`src/rtl/pc_pkg.sv`:
```
package pc_pkg;
  localparam int unsigned PC_W   = 13;
  localparam int unsigned BYTE_W = 8;
  localparam int unsigned PAGE_W = PC_W - BYTE_W;
  localparam int unsigned LIT_W  = 11;

  typedef enum logic [2:0] {
    SRC_HOLD,
    SRC_INC,
    SRC_LOW,
    SRC_JUMP,
    SRC_RET
  } pc_src_e;
endpackage

```
`src/rtl/pc_page_latch.sv`:
```
module pc_page_latch #(
  parameter int unsigned PAGE_W = pc_pkg::PAGE_W
) (
  input  logic              clk_i,
  input  logic              rst_ni,
  input  logic              wr_i,
  input  logic [PAGE_W-1:0] data_i,
  output logic [PAGE_W-1:0] page_o
);
  always_ff @(posedge clk_i or negedge rst_ni) begin
    if (!rst_ni)   page_o <= '0;
    else if (wr_i) page_o <= data_i;
  end

  AST_PAGE_HOLD: assert property (@(posedge clk_i) disable iff (!rst_ni)
    !wr_i |=> page_o == $past(page_o));
  AST_PAGE_LOAD: assert property (@(posedge clk_i) disable iff (!rst_ni)
    wr_i |=> page_o == $past(data_i));
endmodule

```
`src/rtl/pc_src_sel.sv`:
```
module pc_src_sel (
  input  logic            inc_i,
  input  logic            lo_wr_i,
  input  logic            jump_i,
  input  logic            ret_i,
  output pc_pkg::pc_src_e src_o
);
  import pc_pkg::*;
  always_comb begin
    if (ret_i)        src_o = SRC_RET;
    else if (jump_i)  src_o = SRC_JUMP;
    else if (lo_wr_i) src_o = SRC_LOW;
    else if (inc_i)   src_o = SRC_INC;
    else              src_o = SRC_HOLD;
  end
endmodule

```
`src/rtl/pc_next_addr.sv`:
```
module pc_next_addr #(
  parameter int unsigned PC_W   = pc_pkg::PC_W,
  parameter int unsigned BYTE_W = pc_pkg::BYTE_W,
  parameter int unsigned LIT_W  = pc_pkg::LIT_W,
  localparam int unsigned PAGE_W = PC_W - BYTE_W
) (
  input  pc_pkg::pc_src_e   src_i,
  input  logic [PC_W-1:0]   pc_i,
  input  logic [PAGE_W-1:0] page_i,
  input  logic [BYTE_W-1:0] lo_data_i,
  input  logic [LIT_W-1:0]  lit_i,
  input  logic [PC_W-1:0]   pop_addr_i,
  output logic [PC_W-1:0]   seq_o,
  output logic [PC_W-1:0]   next_o
);
  import pc_pkg::*;
  localparam int unsigned JHI_W = PC_W - LIT_W;

  assign seq_o = pc_i + PC_W'(1);

  always_comb begin
    unique case (src_i)
      SRC_INC:  next_o = seq_o;
      SRC_LOW:  next_o = {page_i, lo_data_i};
      // only the top page bits reach the address on a literal jump
      SRC_JUMP: next_o = {page_i[PAGE_W-1 -: JHI_W], lit_i};
      SRC_RET:  next_o = pop_addr_i;
      default:  next_o = pc_i;
    endcase
  end
endmodule

```
`src/rtl/pc_unit.sv`:
```
module pc_unit #(
  parameter int unsigned PC_W   = pc_pkg::PC_W,
  parameter int unsigned BYTE_W = pc_pkg::BYTE_W,
  parameter int unsigned LIT_W  = pc_pkg::LIT_W,
  localparam int unsigned PAGE_W = PC_W - BYTE_W
) (
  input  logic              clk_i,
  input  logic              rst_ni,
  input  logic              inc_i,
  input  logic              lo_wr_i,
  input  logic [BYTE_W-1:0] lo_data_i,
  input  logic              page_wr_i,
  input  logic [PAGE_W-1:0] page_data_i,
  input  logic              jump_i,
  input  logic              call_i,
  input  logic [LIT_W-1:0]  lit_i,
  input  logic              ret_i,
  input  logic [PC_W-1:0]   pop_addr_i,
  output logic              push_o,
  output logic [PC_W-1:0]   push_addr_o,
  output logic [PC_W-1:0]   pc_o,
  output logic [BYTE_W-1:0] lo_o
);
  import pc_pkg::*;

  logic [PAGE_W-1:0] page;
  logic [PC_W-1:0]   pc_q, pc_d, pc_seq;
  pc_src_e           src;

  pc_page_latch #(.PAGE_W(PAGE_W)) i_page (
    .clk_i, .rst_ni, .wr_i(page_wr_i), .data_i(page_data_i), .page_o(page)
  );

  pc_src_sel i_sel (
    .inc_i, .lo_wr_i, .jump_i, .ret_i, .src_o(src)
  );

  pc_next_addr #(.PC_W(PC_W), .BYTE_W(BYTE_W), .LIT_W(LIT_W)) i_next (
    .src_i(src), .pc_i(pc_q), .page_i(page), .lo_data_i, .lit_i,
    .pop_addr_i, .seq_o(pc_seq), .next_o(pc_d)
  );

  always_ff @(posedge clk_i or negedge rst_ni) begin
    if (!rst_ni) pc_q <= '0;
    else         pc_q <= pc_d;
  end

  assign pc_o        = pc_q;
  assign lo_o        = pc_q[BYTE_W-1:0];
  assign push_o      = jump_i & call_i & ~ret_i;
  assign push_addr_o = pc_seq;

  AST_INC_STEP: assert property (@(posedge clk_i) disable iff (!rst_ni)
    inc_i && !lo_wr_i && !jump_i && !ret_i |=> pc_o == $past(pc_o) + PC_W'(1));
  AST_LOW_LOAD: assert property (@(posedge clk_i) disable iff (!rst_ni)
    lo_wr_i && !jump_i && !ret_i |=> lo_o == $past(lo_data_i));
  AST_JUMP_LIT: assert property (@(posedge clk_i) disable iff (!rst_ni)
    jump_i && !ret_i |=> pc_o[LIT_W-1:0] == $past(lit_i));
  AST_RET_LOAD: assert property (@(posedge clk_i) disable iff (!rst_ni)
    ret_i |=> pc_o == $past(pop_addr_i));
  AST_IDLE_HOLD: assert property (@(posedge clk_i) disable iff (!rst_ni)
    !inc_i && !lo_wr_i && !jump_i && !ret_i |=> $stable(pc_o));
  AST_PUSH_NEXT: assert property (@(posedge clk_i) disable iff (!rst_ni)
    push_o |=> $past(push_addr_o) == $past(pc_o) + PC_W'(1));
endmodule

```
`config.mk`:
```
export PLATFORM = sky130hd
export DESIGN_NAME = pc_unit
export DESIGN_NICKNAME = d
export VERILOG_FILES = /design/src/rtl/pc_pkg.sv /design/src/rtl/pc_page_latch.sv /design/src/rtl/pc_src_sel.sv /design/src/rtl/pc_next_addr.sv /design/src/rtl/pc_unit.sv
export SDC_FILE = /design/constraint.sdc
export NUM_CORES = 1
export LEC_CHECK = 0
export BUFFER_PORTS_ARGS = -buffer_cell sky130_fd_sc_hd__buf_2
export CORE_MARGIN = 1.5
export CORE_UTILIZATION = 30
export CTS_CLUSTER_SIZE = 40
export DETAILED_ROUTE_END_ITERATION = 8
export REMOVE_ABC_BUFFERS = 1
export SYNTH_ARGS = -nofsm -noshare
export SYNTH_HDL_FRONTEND = slang
export SYNTH_SLANG_ARGS = --single-unit
```
`constraint.sdc`:
```
create_clock -name clk_i -period 3.1 [get_ports clk_i]
set_clock_uncertainty 0.2 [all_clocks]
set_input_delay 0.465 -clock clk_i [delete_from_list [all_inputs] [get_ports clk_i]]
set_output_delay 0.465 -clock clk_i [all_outputs]
set_load 0.005 [all_outputs]
```
==> results_dict.tcl, run 1 <==
set metrics [dict create \
    status "completed" \
    drv_slew 0 \
    critPathMaxFanout 8 \
    grt_first_pass_wirelength_mm 5.98 \
    cp_top_family "simple AND/OR/NAND/NOR gates" \
    hold_depth 3 \
    gp_congestion 0.756 \
    synth_warnings 0 \
    grt_overflow 0 \
    synth_edf_count 0 \
    synth_seq_area_share_pct 32.3 \
    crit_arrival_ns 1.91 \
    synth_cells 150 \
    drtAntennaViolNets 0 \
    worstPathCellList "ha_1 -> and3_1 -> and2_1 -> nand3_1 -> xnor2_1 -> buf_2" \
    drive_gt1_share_pct 44.1 \
    finalWirelength_mm 3.86 \
    finalInstanceArea_um2 1770 \
    coreArea_um2 4410 \
    placed_area_um2 1700 \
    p_total_mw 0.684 \
    via_per_inst 5.00 \
    r2r-end "pc_o[10]$_DFFE_PN0P_" \
    cp.depth 6 \
    cts_buffers 3 \
    clk_pin_slew_ns 0.07 \
    dp.cells 260 \
    synth_area_per_cell_um2 9.30 \
    die_area_um2 5070 \
    r2r_slack_ns 1.24 \
    area_delta_synth_final_pct 26.5 \
    required_ns 2.43 \
    clkSinkCount 18 \
    ys_seq_elements 18 \
    min_from "pop_addr_i[2]" \
    slowest_stage "dfrtp_1" \
    final_common_cell "buf_2" \
    fmax_mhz 388 \
    min_to "pc_o[2]$_DFFE_PN0P_" \
    max-clock-path-buffers 2 \
    cts_resized 0 \
    r2r_cells 5 \
    synth-async-reset-ratio_pct 100 \
    reg2reg_from "pc_o[0]$_DFFE_PN0P_" \
    floorplan.initialDensity_pct 31.6 \
    root_buffer "clkbuf_8" \
    layout.cells.most_common_list "buf_2 (79), dfrtp_1 (18), nand2_1 (17)" \
    cts_tree "done" \
    critPathKind "flop to output pin" \
    rsz0062_at_grt "false" \
    clkLatencyLatePin_ns 0.26 \
    syn-cell-area_um2 1400 \
    fp.dieH_um 71.2 \
    fin_crit_sh_pct 83.1 \
    io_pins 80 \
    final_cells 265 \
    crit_buf_inv 1 \
    max_cap_violations 0 \
    grt_max_degree 30 \
    antenna_found_initial 0 \
    wire_per_inst_um 14.5 \
    dr.pass1.iters 4 \
    drc_errors 0 \
    power_density_nw_per_um2 388 \
    peakVddDrop_uv 157 \
    antenna_cells 0 \
    slowest_delay_ns 0.47 \
    power.leakage_nw 0.820 \
    die_width_um 71.2 \
    hpwl_mm 2.85 \
    grt_pass1_vias 1262 \
    fin_nets 260 \
    crit_path_end_kind "output pin" \
    setup_viol 0 \
    start_kind "flop" \
    post-route-min-period_ns 2.58 \
    num_vias 1325 \
    drt_iter0_markers 91 \
    hold_viol_final 0 \
    synth_ff_type "dfrtp_1" \
    finalSetupTns_ns 0 \
    floorplan.rows 24 \
    relSlewSlack_pct 66.3 \
    io_buffers 79 \
    tightestPinTransition_ns 0.505 \
    synth_cell_type_count 37 \
    track_usage_pct 15.1 \
    min_path_type "primary input to flop" \
    htree_levels 1 \
]
-- worst reg2reg max path, cell delays in order (launching register included) --
cell      delay [ns]
dfrtp_1         0.47
ha_1            0.27
nand4_2         0.12
or3_1           0.39
xor2_1          0.17
o221ai_2        0.11
-- cell families after synthesis --
logic type      count (synthesis)  synth area share (%)
simple gates                   47                  18.5
xor+xnor                       22                  13.8
mux                             6                  4.75
compound gates                 30                  17.0
flops                          18                  32.3
fa+ha+maj                       1                 0.897
buf+inv                        26                  12.7
-- cell usage after synthesis (2+ instances only) --
cell      number  share of area, %
nand4_1        5               2.2
nand3_1       10               3.6
buf_6          5               4.0
xnor2_1       11               6.9
a21oi_1        2              0.72
xor2_1        11               6.9
dfrtp_1       18                32
inv_1          3              0.81
a22oi_1       11               5.9
buf_2          7               2.5
nand2_1       17               4.6
buf_4          9               4.8
nor3_1         2              0.72
and3_1         2              0.90
and2_1         2              0.90
mux2_2         5               4.0
o221ai_1      10               6.3
-- sequential cells by signal, summed over array words and instances (netlist names) --
register,cells
i_page.page_o,5
pc_o,13
-- metrics by stage --
stage                     utilization, %  hold slack, ns  setup WS, ns
after floorplan                        -         -0.0306          1.03
after global placement              38.5           0.228         0.859
after detailed placement            38.5           0.231         0.810
after CTS                           40.0           0.216         0.517
after global routing                40.0           0.220         0.352
final                               40.0           0.213         0.525
-- power by group --
group	switching, mW	leakage [nW]	total (mW)	internal [mW]
combinational	0.0903	0.576	0.193	0.102
sequential	0.0384	0.216	0.297	0.259
clock	0.0817	0.0288	0.195	0.113
-- cell type report --
type / count / area [um2]
sequential: 18 / 450
inverter: 4 / 15.0
timing repair buffer: 81 / 413
multi-input combinational: 106 / 767
clock buffer: 4 / 55.1
tap: 52 / 65.1
fill: 462 / 2650
-- layer usage --
layer  routed length, um  global-route usage, %  part of all wire, %  vias up
met5                   0                      0                    0        -
met1                1710                   19.2                   44      600
li1                    -                      -                    -      661
met3                 328                   3.42                  8.5        5
met4                  51                   5.03                  1.3        0
met2                1770                   25.2                   46       59
-- worst max-delay path by stage --
stage	to	start
2_1_floorplan	push_addr_o[10]	pc_o[0]$_DFFE_PN0P_
6_report	push_addr_o[12]	pc_o[0]$_DFFE_PN0P_
4_1_cts	push_addr_o[12]	pc_o[0]$_DFFE_PN0P_
5_1_grt	push_addr_o[12]	pc_o[0]$_DFFE_PN0P_
3_5_place_dp	push_addr_o[12]	pc_o[0]$_DFFE_PN0P_
3_3_place_gp	push_addr_o[12]	pc_o[0]$_DFFE_PN0P_
-- what timing repair did --
action | CTS | global route
setup buffers | 0 | 0
hold buffers | 1 | 0
endpoints found under the hold margin | 18 | 0
(Power assumes the default switching activity.)
==> run 2, diff against run 1 <==
==> constraint.sdc (replaced) <==
create_clock -name clk_i -period 2.37 [get_ports clk_i]
set_clock_uncertainty 0.2 [all_clocks]
set_input_delay 0.3555 -clock clk_i [delete_from_list [all_inputs] [get_ports clk_i]]
set_output_delay 0.3555 -clock clk_i [all_outputs]
set_load 0.005 [all_outputs]
==> run 2 against run 1 <==
Compared with the run above: cell count rose by 1.9%; critical path depth did not move; via count grew 2.3%; critical endpoint unchanged; highest routed layer unchanged; flip-flop and latch count unchanged; global-route usage fell by 0.072 points; critical path type unchanged; hold slack worse by 0.10 ns; wire length fell by 0.67%; register-to-register slack lost 0.60 ns; combinational power is 40% higher; die area is the same; power grew 32%; final area increased by 2.4%.
==> results_dict.tcl, run 2 (synthesis gave the netlist of run 1 again) <==
set metrics [dict create \
    relSlewSlack_pct 38.8 \
    worstPathCellList "ha_2 -> and3_1 -> and2_1 -> nand3_1 -> xnor2_1 -> buf_2" \
    drive_gt1_share_pct 46.8 \
    drc_errors 0 \
    reg2reg_from "pc_o[1]$_DFFE_PN0P_" \
    tightestPinTransition_ns 0.916 \
    cts_buffers 3 \
    largest_register_ffs 13 \
    p_total_mw 0.905 \
    io_buffers 79 \
    min_from "pop_addr_i[12]" \
    fp.dieH_um 71.2 \
    grt_max_degree 19 \
    antenna_cells 0 \
    slowest_delay_ns 0.41 \
    drt_iter0_markers 68 \
    r2r_cells 5 \
    grt_pass1_vias 1326 \
    peakVddDrop_uv 197 \
    critPathMaxFanout 7 \
    wire_per_inst_um 14.2 \
    grt_first_pass_wirelength_mm 6.14 \
    num_vias 1356 \
    htree_levels 1 \
    die_area_um2 5070 \
    gp_congestion 0.753 \
    fmax_mhz 454 \
    setup_viol 0 \
    crit_arrival_ns 1.65 \
    track_usage_pct 15.0 \
    fin_nets 265 \
    cp_top_family "simple AND/OR/NAND/NOR gates" \
    cp.depth 6 \
    antenna_found_initial 0 \
    clkSinkCount 18 \
    crit_path_end_kind "output pin" \
    required_ns 1.81 \
    hold_viol_final 0 \
    r2r_slack_ns 0.64 \
    crit_path_start "pc_o[1]$_DFFE_PN0P_" \
    die_width_um 71.2 \
    max_cap_violations 0 \
    min_path_type "primary input to flop" \
    power.leakage_nw 0.842 \
    grt_overflow 0 \
    clk_pin_slew_ns 0.07 \
    hpwl_mm 2.91 \
    clkLatencyLatePin_ns 0.25 \
    finalSetupTns_ns 0 \
    cts_tree "done" \
    fin_crit_sh_pct 93.0 \
    max-clock-path-buffers 2 \
    post_cts_buffers 0 \
    status "completed" \
    drv_slew 0 \
    crit_end "push_addr_o[12]" \
    floorplan.rows 24 \
    area_delta_synth_final_pct 29.6 \
    io_pins 80 \
    root_buffer "clkbuf_8" \
    coreArea_um2 4410 \
    start_kind "flop" \
    rsz0062_at_grt "false" \
    dr.pass1.iters 4 \
    drtAntennaViolNets 0 \
    crit_buf_inv 1 \
    critPathKind "flop to output pin" \
    power_density_nw_per_um2 501 \
    via_per_inst 5.02 \
    final_common_cell "buf_2" \
    layout.cells.most_common_list "buf_2 (79), nand2_1 (17), dfrtp_1 (17)" \
    finalWirelength_mm 3.83 \
    floorplan.initialDensity_pct 31.6 \
    slowest_stage "dfrtp_2" \
    post-route-min-period_ns 2.21 \
    r2r-end "pc_o[10]$_DFFE_PN0P_" \
]
==> run 2: cell count changes in the layout (fill, tap and decap cells not counted) <==
cell,delta
buf_4,+5
and3_1,-1
and3_2,+1
dfrtp_1,-1
dfrtp_2,+1
ha_1,-1
ha_2,+1
==> run 2: repair_timing <==
action	4_1_cts	5_1_grt
hold buffers	1	0
endpoints found under the hold margin	18	0
endpoints found under the setup margin	0	3
gates resized for setup	0	3
==> run 2: cell type report <==
| cell class | instances | area (um2) |
|---|---|---|
| inverter | 4 | 15.0 |
| timing repair buffer | 86 | 450 |
| multi-input combinational | 106 | 771 |
| fill | 464 | 2610 |
| sequential | 18 | 452 |
| clock buffer | 4 | 55.1 |
| tap | 52 | 65.1 |
==> run 2: routing by layer <==
| layer | up-vias | wire [um] | GRT usage [%] |
|---|---|---|---|
| li1 | 671 | - | - |
| met1 | 617 | 1760 | 19.7 |
| met2 | 63 | 1690 | 24.4 |
| met3 | 5 | 333 | 3.42 |
| met4 | 0 | 51 | 5.03 |
| met5 | - | 0 | 0 |
==> run 2: worst min path at each step <==
stage / to / cells after the start
2_1_floorplan: i_page.page_o[0]$_DFFE_PN0P_ / 0
3_3_place_gp: i_page.page_o[0]$_DFFE_PN0P_ / 1
3_5_place_dp: i_page.page_o[0]$_DFFE_PN0P_ / 1
4_1_cts: pc_o[12]$_DFFE_PN0P_ / 3
5_1_grt: pc_o[6]$_DFFE_PN0P_ / 3
6_report: pc_o[12]$_DFFE_PN0P_ / 3
==> run 2: per-stage QoR <==
| step | instances | util [%] | setup WS (ns) | cell area (um2) | hold WS [ns] |
|---|---|---|---|---|---|
| floorplan | 128 | - | 0.406 | 1230 | -0.140 |
| global placement | 265 | 39.4 | 0.297 | 1740 | 0.124 |
| detailed placement | 265 | 39.4 | 0.331 | 1740 | 0.116 |
| CTS | 270 | 40.8 | 0.0434 | 1800 | 0.105 |
| global route | 270 | 41.0 | 0.00102 | 1810 | 0.110 |
| finish | 270 | 41.0 | 0.165 | 1810 | 0.110 |
==> run 2: power by group <==
group	total (mW)	switching (mW)	internal [mW]
Sequential	0.380	0.0417	0.339
Combinational	0.270	0.126	0.144
Clock	0.255	0.107	0.148
==> run 2: worst register-to-register path, stage by stage (launching register included) <==
cell and delay, ns:
dfrtp_2 0.41, ha_2 0.24, nand4_2 0.10, or3_1 0.38
xor2_1 0.18, o221ai_2 0.10
